===== config.mk =====
export PLATFORM = sky130hd
export DESIGN_NAME = shift_enable_router
export DESIGN_NICKNAME = d
export VERILOG_FILES = /design/src/rtl/shift_router_pkg.sv /design/src/rtl/shift_data_decode.sv /design/src/rtl/shift_limit_gate.sv /design/src/rtl/shift_load_reg.sv /design/src/rtl/shift_enable_router.sv
export SDC_FILE = /design/constraint.sdc
export NUM_CORES = 1
export LEC_CHECK = 0
export BUFFER_PORTS_ARGS = -buffer_cell sky130_fd_sc_hd__buf_2
export CAP_MARGIN = 20
export CORE_AREA = 2 2 39 41
export CTS_CLUSTER_SIZE = 20
export DETAILED_ROUTE_END_ITERATION = 10
export DIE_AREA = 0 0 41 43
export PLACE_DENSITY = 0.41
export SYNTH_ARGS = -nofsm -noshare
export SYNTH_HDL_FRONTEND = slang
export SYNTH_SLANG_ARGS = --single-unit
export TNS_END_PERCENT = 10

===== constraint.sdc =====
create_clock -name clk -period 0.8 [get_ports clk]
set_input_delay 0.16 -clock clk [delete_from_list [all_inputs] [get_ports clk]]
set_output_delay 0.16 -clock clk [all_outputs]
set_load 0.02 [all_outputs]

===== src/rtl/shift_router_pkg.sv =====
package shift_router_pkg;

  localparam int MODE_W = 2;

  typedef enum logic [MODE_W-1:0] {
    CASC_SEPARATE = 2'b00,
    CASC_H_TO_V   = 2'b01,
    CASC_V_TO_H   = 2'b10,
    CASC_ORTHO    = 2'b11
  } casc_mode_e;

  localparam int NUM_LOADS = 5;

  typedef struct packed {
    logic in_ld;
    logic hdly_ld;
    logic vbuf_ld;
    logic hlim_ld;
    logic vlim_ld;
  } load_vec_t;

endpackage


===== src/rtl/shift_data_decode.sv =====
module shift_data_decode
  import shift_router_pkg::*;
(
  input  logic       h_act,
  input  logic       v_act,
  input  casc_mode_e mode,
  output logic       in_ld,
  output logic       hdly_ld,
  output logic       vbuf_ld
);

  logic both_act;
  assign both_act = h_act & v_act;

  always_comb begin
    hdly_ld = h_act;
    vbuf_ld = v_act;
    unique case (mode)
      CASC_SEPARATE: in_ld = 1'b1;
      CASC_H_TO_V:   in_ld = h_act;
      CASC_V_TO_H:   in_ld = v_act;
      CASC_ORTHO: begin
        in_ld   = both_act;
        hdly_ld = both_act;
        vbuf_ld = both_act;
      end
      default:       in_ld = 1'b1;
    endcase
  end

endmodule


===== src/rtl/shift_limit_gate.sv =====
module shift_limit_gate
  import shift_router_pkg::*;
#(
  parameter logic [MODE_W-1:0] GATED_MODE = 2'b01
) (
  input  casc_mode_e mode,
  input  logic       on_shift,
  input  logic       far_act,
  output logic       lim_ld
);

  always_comb begin
    if (mode == casc_mode_e'(GATED_MODE) && on_shift)
      lim_ld = far_act;
    else
      lim_ld = 1'b1;
  end

endmodule


===== src/rtl/shift_load_reg.sv =====
module shift_load_reg #(
  parameter int W = 5
) (
  input  logic         clk,
  input  logic         rst,
  input  logic [W-1:0] d,
  output logic [W-1:0] q
);

  always_ff @(posedge clk) begin
    if (rst) q <= '0;
    else     q <= d;
  end

endmodule


===== src/rtl/shift_enable_router.sv =====
module shift_enable_router
  import shift_router_pkg::*;
(
  input  logic       clk,
  input  logic       rst,
  input  logic       h_shift_n,
  input  logic       v_shift_n,
  input  logic [1:0] mode,
  input  logic       hlim_on_shift,
  input  logic       vlim_on_shift,
  output logic       in_load,
  output logic       hdly_load,
  output logic       vbuf_load,
  output logic       hlim_load,
  output logic       vlim_load
);

  localparam int NUM_LIM = 2;

  casc_mode_e mode_e;
  logic       h_act, v_act;
  load_vec_t  nxt, cur;

  logic [NUM_LIM-1:0] lim_opt, lim_far, lim_ld;

  assign mode_e = casc_mode_e'(mode);
  assign h_act  = ~h_shift_n;
  assign v_act  = ~v_shift_n;

  shift_data_decode u_data (
    .h_act   (h_act),
    .v_act   (v_act),
    .mode    (mode_e),
    .in_ld   (nxt.in_ld),
    .hdly_ld (nxt.hdly_ld),
    .vbuf_ld (nxt.vbuf_ld)
  );

  // index 0: horizontal limit (gated by vertical control in H->V)
  // index 1: vertical limit (gated by horizontal control in V->H)
  assign lim_opt = {vlim_on_shift, hlim_on_shift};
  assign lim_far = {h_act, v_act};

  for (genvar g = 0; g < NUM_LIM; g++) begin : g_lim
    localparam logic [MODE_W-1:0] GM = (g == 0) ? CASC_H_TO_V : CASC_V_TO_H;
    shift_limit_gate #(.GATED_MODE(GM)) u_gate (
      .mode     (mode_e),
      .on_shift (lim_opt[g]),
      .far_act  (lim_far[g]),
      .lim_ld   (lim_ld[g])
    );
  end

  assign nxt.hlim_ld = lim_ld[0];
  assign nxt.vlim_ld = lim_ld[1];

  shift_load_reg #(.W(NUM_LOADS)) u_reg (
    .clk (clk),
    .rst (rst),
    .d   (nxt),
    .q   (cur)
  );

  assign in_load   = cur.in_ld;
  assign hdly_load = cur.hdly_ld;
  assign vbuf_load = cur.vbuf_ld;
  assign hlim_load = cur.hlim_ld;
  assign vlim_load = cur.vlim_ld;

endmodule


==> results of run 1 <==
-- layout by cell type, fill, tap and decap left out --
cell,Yosys,routed
buf_2,0,7
a221oi_1,1,1
clkbuf_4,0,3
a311oi_1,2,2
dfxtp_2,0,5
inv_1,2,2
buf_6,0,5
clkbuf_1,0,1
a41oi_1,2,2
-- repair_timing --
action,CTS,global route
hold endpoints to repair,0,0
hold buffers,0,0
resized for setup,15,0
endpoints found under the setup margin,5,5
-- per-stage QoR --
step / total power, mW / area (µm²)
6_report: 0.662 / 295
4_1_cts: 0.677 / 295
5_1_grt: 0.707 / 295
3_5_place_dp: 0.352 / 231
3_3_place_gp: 0.348 / 231
2_1_floorplan: 0.305 / 151
-- how the worst min path moves through the flow --
| stage | start | end | slack (ns) | cells past startpoint |
|---|---|---|---|---|
| 6_report | h_shift_n | u_reg.q[3] | 0.13 | 2 |
| 5_1_grt | v_shift_n | u_reg.q[2] | 0.13 | 2 |
| 4_1_cts | h_shift_n | u_reg.q[3] | 0.12 | 2 |
| 3_5_place_dp | h_shift_n | u_reg.q[3] | 0.38 | 2 |
| 3_3_place_gp | h_shift_n | u_reg.q[3] | 0.37 | 2 |
| 2_1_floorplan | v_shift_n | u_reg.q[2] | 0.23 | 1 |
-- power groups by stage --
stage | Clock (mW) | Combinational, mW | Sequential, mW
6_report | 0.291 | 0.0942 | 0.277
5_1_grt | 0.327 | 0.102 | 0.278
4_1_cts | 0.305 | 0.0950 | 0.277
3_5_place_dp | 0 | 0.0774 | 0.275
3_3_place_gp | 0 | 0.0738 | 0.274
2_1_floorplan | 0 | 0.0113 | 0.294
-- final cells by class --
class / count / share of cell area (%)
Inverter: 2 / 2.54
Tap cell: 16 / 6.78
Sequential cell: 5 / 36.0
Clock buffer: 4 / 8.90
Multi-Input combinational cell: 5 / 14.8
Timing Repair Buffer: 12 / 30.9
-- per-layer routing --
layer / up-vias / track usage, % / wire length (µm) / share of wire, %
met2: 16 / 6.25 / 123 / 32
met5: - / 0 / 0 / 0
li1: 80 / - / - / -
met4: 0 / 4.00 / 0 / 0
met1: 57 / 6.84 / 184 / 47
met3: 0 / 7.85 / 82 / 21
-- kinds of logic after synthesis --
group	after synthesis
compound gates	5
buf+inv	2
flops	5
==> qor.yml, run 1 <==
status:
  outcome: "complete, but fails checks"
  violations: "setup timing"
die:
  row_count: 14
  die_x_um: 41
  ios: 13
  die_area_mm2: 0.00176
  coreArea_mm2: 0.00138
  chipHeight_um: 43
  start_util_pct: 10.9
yosys:
  synth_xor_area_share_pct: 0
  synthSimpleGateAreaFrac_pct: 0
  synth_commonest_cells: "dfxtp_1, a311oi_1, a41oi_1, inv_1, a221oi_1"
  synth_edf_count: 0
  synthArstFlopShare_pct: 0
  synth_fa_ha_area_share_pct: 0
  syn-num-nets: 20
  ys_top_cells_by_area: "dfxtp_1, a311oi_1, a41oi_1"
  synth_area_um2: 151
  ys_seq_area_share_pct: 66.1
  synthMuxAreaShare_pct: 0
  synth_top_area_share_pct: 66.1
  synth_warnings: 0
  synthDistinctLibCells: 5
  ys.flop_type: "dfxtp_1"
  ys_ff_latch: 5
  yosysTopAreaCell: "dfxtp_1"
  syn_inst: 12
  synth_compound_area_share_pct: 28.9
  synth_top_family_by_area: "compound AO/OA/AOI/OAI gates"
  yosysMostFrequentCell: "dfxtp_1"
  avgSynthCellArea_um2: 12.6
timing:
  period_minus_slack_ns: 0.836
  fmax_mhz: 1200
  relSlewSlack_pct: 84.1
  worst-slew-pin-transition_ns: 0.236
  setup_ws_ns: -0.0360
  period_share_pct: 104
  finalHoldViolations: 0
  fin_hold_ws_ns: 0.126
  setup_viol: 5
  tns_ns: -0.155
  drv_slew: 0
  rsz0062_at_grt: "yes"
place:
  pre_cts_ws_ns: 0.130
  place_inst: 40
  dp.final_hpwl_um: 325
  gp_congestion: 0.621
  port_buffers: 12
worst_setup_path:
  cp-end-kind: "output port"
  cpMaxStageDelayCell: "dfxtp_2"
  startpoint_type: "flop"
  path_delay_family: "flip-flops"
  critPathMaxFanout: 1
  cp.required_ns: 0.64
  worstSetupEndpoint: "in_load"
  path_cells: "buf_6"
  cp_num_cells: 1
  max_stage_delay_ns: 0.31
  worstSetupStartpoint: "u_reg.q[4]"
  crit_type: "flop to output port"
  crit_buf_inv: 1
  worstPathArrival_ns: 0.68
hold_path:
  min_path_type: "primary input to flop"
cells_and_area:
  largest_reg_flops: 5
  largest-register: "u_reg.q"
  regArea_um2: 106
  syn2layout_area_growth_pct: 95.0
  layout-drive-gt1-share_pct: 71.4
  diodes: 0
  final_nets: 37
  multi_input_area_um2: 43.8
  stdcell_count: 44
  reg.largest.list: "u_reg.q (5)"
  fill_cells: 153
  utilization_pct: 21.3
clock_tree:
  cts_buffers: 3
  clk_pin_slew_worst_paths_ns: 0.04
  cts.path.max_buffers: 2
  cts-htree-levels: 1
  post_cts_buffers: 0
  clock_sinks: 5
  cts_tree: "built"
  root_buffer: "clkbuf_4"
pwr:
  p_switching_uw: 157
  p_leak_nw: 0.133
  combPwrFrac_pct: 14.2
  clockPowerShare_pct: 44.0
  p_int_uw: 506
  switching_share_pct: 23.6
  pwr-share-seq_pct: 41.8
  ir_worst_vdd_uv: 1070
  pwr_density_cell_mw_per_mm2: 2240
grt:
  grt_max_degree: 6
  grt_pass1_wl_um: 634
  grt_util_all_layers_pct: 6.25
  grt-ovfl-total: 0
  grt_pass1_vias: 154
  antenna_found_initial: 0
routing:
  drt_iter0_markers: 2
  drt_pre_antenna_iters: 2
  wirelength_um: 389
  drc: 0
  wire_per_inst_um: 8.84
  ant_nets: 0
  num_vias: 153
  vias_per_cell: 3.48
job:
  cap_violations: 0
(Power assumes the default switching activity.)
==> run 2: changes to the inputs <==
- RECOVER_POWER: unset -> 100
==> qor.yml, run 2 (synthesized netlist as in run 1, its figures left out) <==
pwr:
  p_leak_nw: 0.127  # was 0.133 nW
  ir_worst_vdd_uv: 1070  # about the same
  pwr_density_cell_mw_per_mm2: 2260  # was 2240 mW/mm²
  p_total_uw: 661  # was 662 µW
grt:
  grt_pass1_wl_um: 634  # unchanged
  grt_max_degree: 6  # unchanged
  met2_usage_pct: 6.25  # unchanged
  grt-ovfl-total: 0  # unchanged
  grt-busiest-layer: "met3"  # unchanged
  grt_util_all_layers_pct: 6.25  # unchanged
  met3_usage_pct: 7.85  # unchanged
  grt_pass1_vias: 154  # unchanged
  antenna_found_initial: 0  # unchanged
  use_met1_pct: 6.84  # unchanged
timing:
  period_minus_slack_ns: 0.836  # about the same
  finalHoldViolations: 0  # unchanged
  rsz0062_at_grt: "yes"  # unchanged
  setup_viol: 5  # unchanged
  period_share_pct: 105  # was 104%
  drv_slew: 0  # unchanged
  fin_hold_ws_ns: 0.125  # was 0.126 ns
  tns_ns: -0.156  # was -0.155 ns
  setup_ws_ns: -0.0363  # was -0.0360 ns
  relSlewSlack_pct: 84.1  # about the same
  fmax_mhz: 1200  # about the same
  worst-slew-pin-transition_ns: 0.236  # about the same
place:
  port_buffers: 12  # unchanged
  gp_congestion: 0.621  # unchanged
  dp.final_hpwl_um: 325  # unchanged
routing:
  wire_per_inst_um: 8.89  # was 8.84 µm
  drc: 0  # unchanged
  ant_nets: 0  # unchanged
  vias_per_cell: 3.48  # unchanged
  drt_pre_antenna_iters: 2  # unchanged
  wirelength_um: 391  # was 389 µm
  drt_iter0_markers: 2  # unchanged
  num_vias: 153  # unchanged
clock_tree:
  cts_hold_buf: 0  # unchanged
  cts_buffers: 3  # unchanged
  clock_sinks: 5  # unchanged
  post_cts_buffers: 0  # unchanged
  clk_pin_slew_worst_paths_ns: 0.04  # about the same
  cts_tree: "built"  # unchanged
  cts.path.max_buffers: 2  # unchanged
  root_buffer: "clkbuf_4"  # unchanged
  cts-htree-levels: 1  # unchanged
worst_setup_path:
  crit_type: "flop to output port"  # unchanged
  cp.required_ns: 0.64  # about the same
  max_stage_delay_ns: 0.31  # about the same
  cpMaxStageDelayCell: "dfxtp_2"  # unchanged
  worstPathArrival_ns: 0.68  # about the same
  critPathMaxFanout: 1  # unchanged
  path_delay_family: "flip-flops"  # unchanged
  crit_buf_inv: 1  # unchanged
  cp-end-kind: "output port"  # unchanged
  worstSetupStartpoint: "u_reg.q[4]"  # unchanged
  startpoint_type: "flop"  # unchanged
  path_cells: "buf_6"  # unchanged
hold_path:
  min_from: "h_shift_n"  # unchanged
  min_path_type: "primary input to flop"  # unchanged
cells_and_area:
  syn2layout_area_growth_pct: 93.4  # was 95.0%
  final_cell_mix: "buf_2, buf_6, dfxtp_2, clkbuf_4, clkbuf_1"  # was buf_2, buf_6, dfxtp_2, clkbuf_4
  utilization_pct: 21.2  # was 21.3%
  final_nets: 37  # unchanged
  largest_reg_flops: 5  # unchanged
  layout-drive-gt1-share_pct: 64.3  # was 71.4%
  diodes: 0  # unchanged
  reg.largest.list: "u_reg.q (5)"  # unchanged
  largest-register: "u_reg.q"  # unchanged
die:
  die_area_mm2: 0.00176  # unchanged
  die_x_um: 41  # unchanged
  ios: 13  # unchanged
  coreArea_mm2: 0.00138  # unchanged
  start_util_pct: 10.9  # unchanged
  row_count: 14  # unchanged
  chipHeight_um: 43  # unchanged
status:
  violations: "setup timing"  # unchanged
  outcome: "complete, but fails checks"  # unchanged
job:
  cap_violations: 0  # unchanged
-- run 2: cell types whose count changed in the layout (fill, tap and decap cells not counted) --
cell / previous run / this run
buf_2: 7 / 5
clkbuf_1: 1 / 3
-- run 2: area by class of cell --
class | count | area [µm²]
clock buffer | 4 | 26.3
multi-input combinational | 5 | 43.8
tap | 16 | 20.0
inverter | 2 | 7.51
timing repair buffer | 12 | 88.8
fill | 150 | 1090
sequential | 5 | 106
-- run 2: path summary, 6_finish.rpt --
| kind | end | slack, ns | depth (start not counted) |
|---|---|---|---|
| setup / recovery | in_load | -0.04 | 1 |
| hold / removal | u_reg.q[3] | 0.12 | 2 |
-- run 2: metrics by stage --
stage	instances	worst slack (ns)	cell area, µm²
floorplan	12	0.245	151
global placement	40	0.164	231
detailed placement	40	0.130	231
CTS	44	-0.0442	295
global route	44	-0.0602	293
finish	44	-0.0363	293
-- run 2: per-layer routing --
| layer | vias up | share of wire, % |
|---|---|---|
| met2 | 16 | 32 |
| met1 | 57 | 47 |
| met4 | 0 | 0 |
| met3 | 0 | 21 |
| li1 | 80 | - |
| met5 | - | 0 |
-- run 2: where the power goes --
part | switching, mW | total (mW) | internal, mW
logic | 0.0459 | 0.0927 | 0.0468
registers | 0.00774 | 0.277 | 0.269
clock network | 0.103 | 0.292 | 0.189
total | 0.157 | 0.661 | 0.504
-- run 2: what timing repair did --
item / 4_1_cts / 5_1_grt
endpoints found under the setup margin: 5 / 5
resized for setup: 15 / 0
cloned: 0 / 0
==> run 3: changes to the inputs <==
- RECOVER_POWER: 100 -> 25
==> qor.yml, run 3 (synthesized netlist as in run 1, its figures left out) <==
place:
  dp.final_hpwl_um: 325  # unchanged
  gp_congestion: 0.621  # unchanged
  pre_cts_ws_ns: 0.130  # unchanged
  place_inst: 40  # unchanged
  port_buffers: 12  # unchanged
worst_setup_path:
  worstPathArrival_ns: 0.68  # about the same
  path_cells: "buf_6"  # unchanged
  critPathMaxFanout: 1  # unchanged
  startpoint_type: "flop"  # unchanged
  worstSetupEndpoint: "in_load"  # unchanged
  cpMaxStageDelayCell: "dfxtp_2"  # unchanged
  max_stage_delay_ns: 0.31  # about the same
  cp_num_cells: 1  # unchanged
  worstSetupStartpoint: "u_reg.q[4]"  # unchanged
  cp.required_ns: 0.64  # about the same
  path_delay_family: "flip-flops"  # unchanged
  crit_buf_inv: 1  # unchanged
  crit_type: "flop to output port"  # unchanged
  cp-end-kind: "output port"  # unchanged
pwr:
  pwr_density_cell_mw_per_mm2: 2250  # was 2260 mW/mm²
  p_total_uw: 662  # was 661 µW
  ir_worst_vdd_uv: 1070  # about the same
  p_leak_nw: 0.130  # was 0.127 nW
routing:
  drc: 0  # unchanged
  drt_pre_antenna_iters: 2  # unchanged
  vias_per_cell: 3.48  # unchanged
  wirelength_um: 389  # was 391 µm
  wire_per_inst_um: 8.84  # was 8.89 µm
  ant_nets: 0  # unchanged
  num_vias: 153  # unchanged
  drt_iter0_markers: 2  # unchanged
cells_and_area:
  final_cell_mix: "buf_2, buf_6, dfxtp_2, clkbuf_4"  # was buf_2, buf_6, dfxtp_2, clkbuf_4, clkbuf_1
  stdcell_count: 44  # unchanged
  layout_commonest_cell: "buf_2"
  largest-register: "u_reg.q"  # unchanged
  reg.largest.list: "u_reg.q (5)"  # unchanged
  multi_input_area_um2: 43.8  # unchanged
  diodes: 0  # unchanged
  fill_cells: 151  # was 150
  largest_reg_flops: 5  # unchanged
  syn2layout_area_growth_pct: 94.2  # was 93.4%
  regArea_um2: 106  # unchanged
  layout-drive-gt1-share_pct: 67.9  # was 64.3%
  final_nets: 37  # unchanged
status:
  violations: "setup timing"  # unchanged
  outcome: "complete, but fails checks"  # unchanged
timing:
  period_share_pct: 104  # was 105%
  relSlewSlack_pct: 84.1  # unchanged
  worst-slew-pin-transition_ns: 0.236  # unchanged
  tns_ns: -0.155  # was -0.156 ns
  period_minus_slack_ns: 0.836  # about the same
  setup_viol: 5  # unchanged
  fmax_mhz: 1200  # about the same
  rsz0062_at_grt: "yes"  # unchanged
  setup_ws_ns: -0.0360  # was -0.0363 ns
  drv_slew: 0  # unchanged
  finalHoldViolations: 0  # unchanged
clock_tree:
  cts_hold_buf: 0  # unchanged
  cts-htree-levels: 1  # unchanged
  post_cts_buffers: 0  # unchanged
  clock_sinks: 5  # unchanged
  cts_tree: "built"  # unchanged
  root_buffer: "clkbuf_4"  # unchanged
  clk_pin_slew_worst_paths_ns: 0.04  # about the same
  cts.path.max_buffers: 2  # unchanged
  cts_buffers: 3  # unchanged
die:
  die_x_um: 41  # unchanged
  ios: 13  # unchanged
  die_area_mm2: 0.00176  # unchanged
  start_util_pct: 10.9  # unchanged
  row_count: 14  # unchanged
  coreArea_mm2: 0.00138  # unchanged
  chipHeight_um: 43  # unchanged
hold_path:
  min_path_type: "primary input to flop"  # unchanged
grt:
  grt-ovfl-total: 0  # unchanged
  grt_pass1_vias: 154  # unchanged
  grt_util_all_layers_pct: 6.25  # unchanged
  antenna_found_initial: 0  # unchanged
  grt_max_degree: 6  # unchanged
  grt_pass1_wl_um: 634  # unchanged
job:
  cap_violations: 0  # unchanged
-- run 3: cell types whose count changed in the layout (fill, tap and decap cells not counted), sizes merged --
cell,previous run,this run
clkbuf,6,5
buf,10,11
-- run 3: how the worst min path moves through the flow --
stage,startpoint,to,slack (ns),cells after the start
2_1_floorplan,v_shift_n,u_reg.q[2],0.23,1
3_3_place_gp,h_shift_n,u_reg.q[3],0.37,2
3_5_place_dp,h_shift_n,u_reg.q[3],0.38,2
4_1_cts,h_shift_n,u_reg.q[3],0.12,2
5_1_grt,v_shift_n,u_reg.q[2],0.13,2
6_report,h_shift_n,u_reg.q[3],0.12,2
-- run 3: repair_timing --
| item | CTS | global route |
|---|---|---|
| cloned | 0 | 0 |
| setup endpoints to repair | 5 | 5 |
| resized for setup | 15 | 0 |
-- run 3: cell type report --
type | instances | share of cell area [%]
Multi-Input combinational cell | 5 | 14.9
Clock buffer | 4 | 8.94
Timing Repair Buffer | 12 | 30.6
Sequential cell | 5 | 36.2
Tap cell | 16 | 6.81
Inverter | 2 | 2.55
-- run 3: routing by layer --
metal / GRT usage, % / up-vias / routed length (µm)
met5: 0 / - / 0
met4: 4.00 / 0 / 0
met3: 7.85 / 0 / 83
met2: 6.25 / 16 / 124
met1: 6.84 / 57 / 181
li1: - / 80 / -
-- run 3: power by group --
group	internal, mW	leakage [nW]	total, mW	switching, mW
Sequential	0.269	0.0427	0.277	0.00774
Combinational	0.0475	0.0723	0.0933	0.0459
Clock	0.189	0.0150	0.291	0.103
Total	0.505	0.130	0.662	0.156
-- run 3: per-stage QoR --
step	util [%]	hold slack, ns	instance area [µm²]
after global placement	16.7	0.367	231
after floorplan	-	0.232	151
after CTS	21.3	0.116	295
after detailed placement	16.7	0.381	231
final	21.2	0.125	294
after global routing	21.2	0.128	294
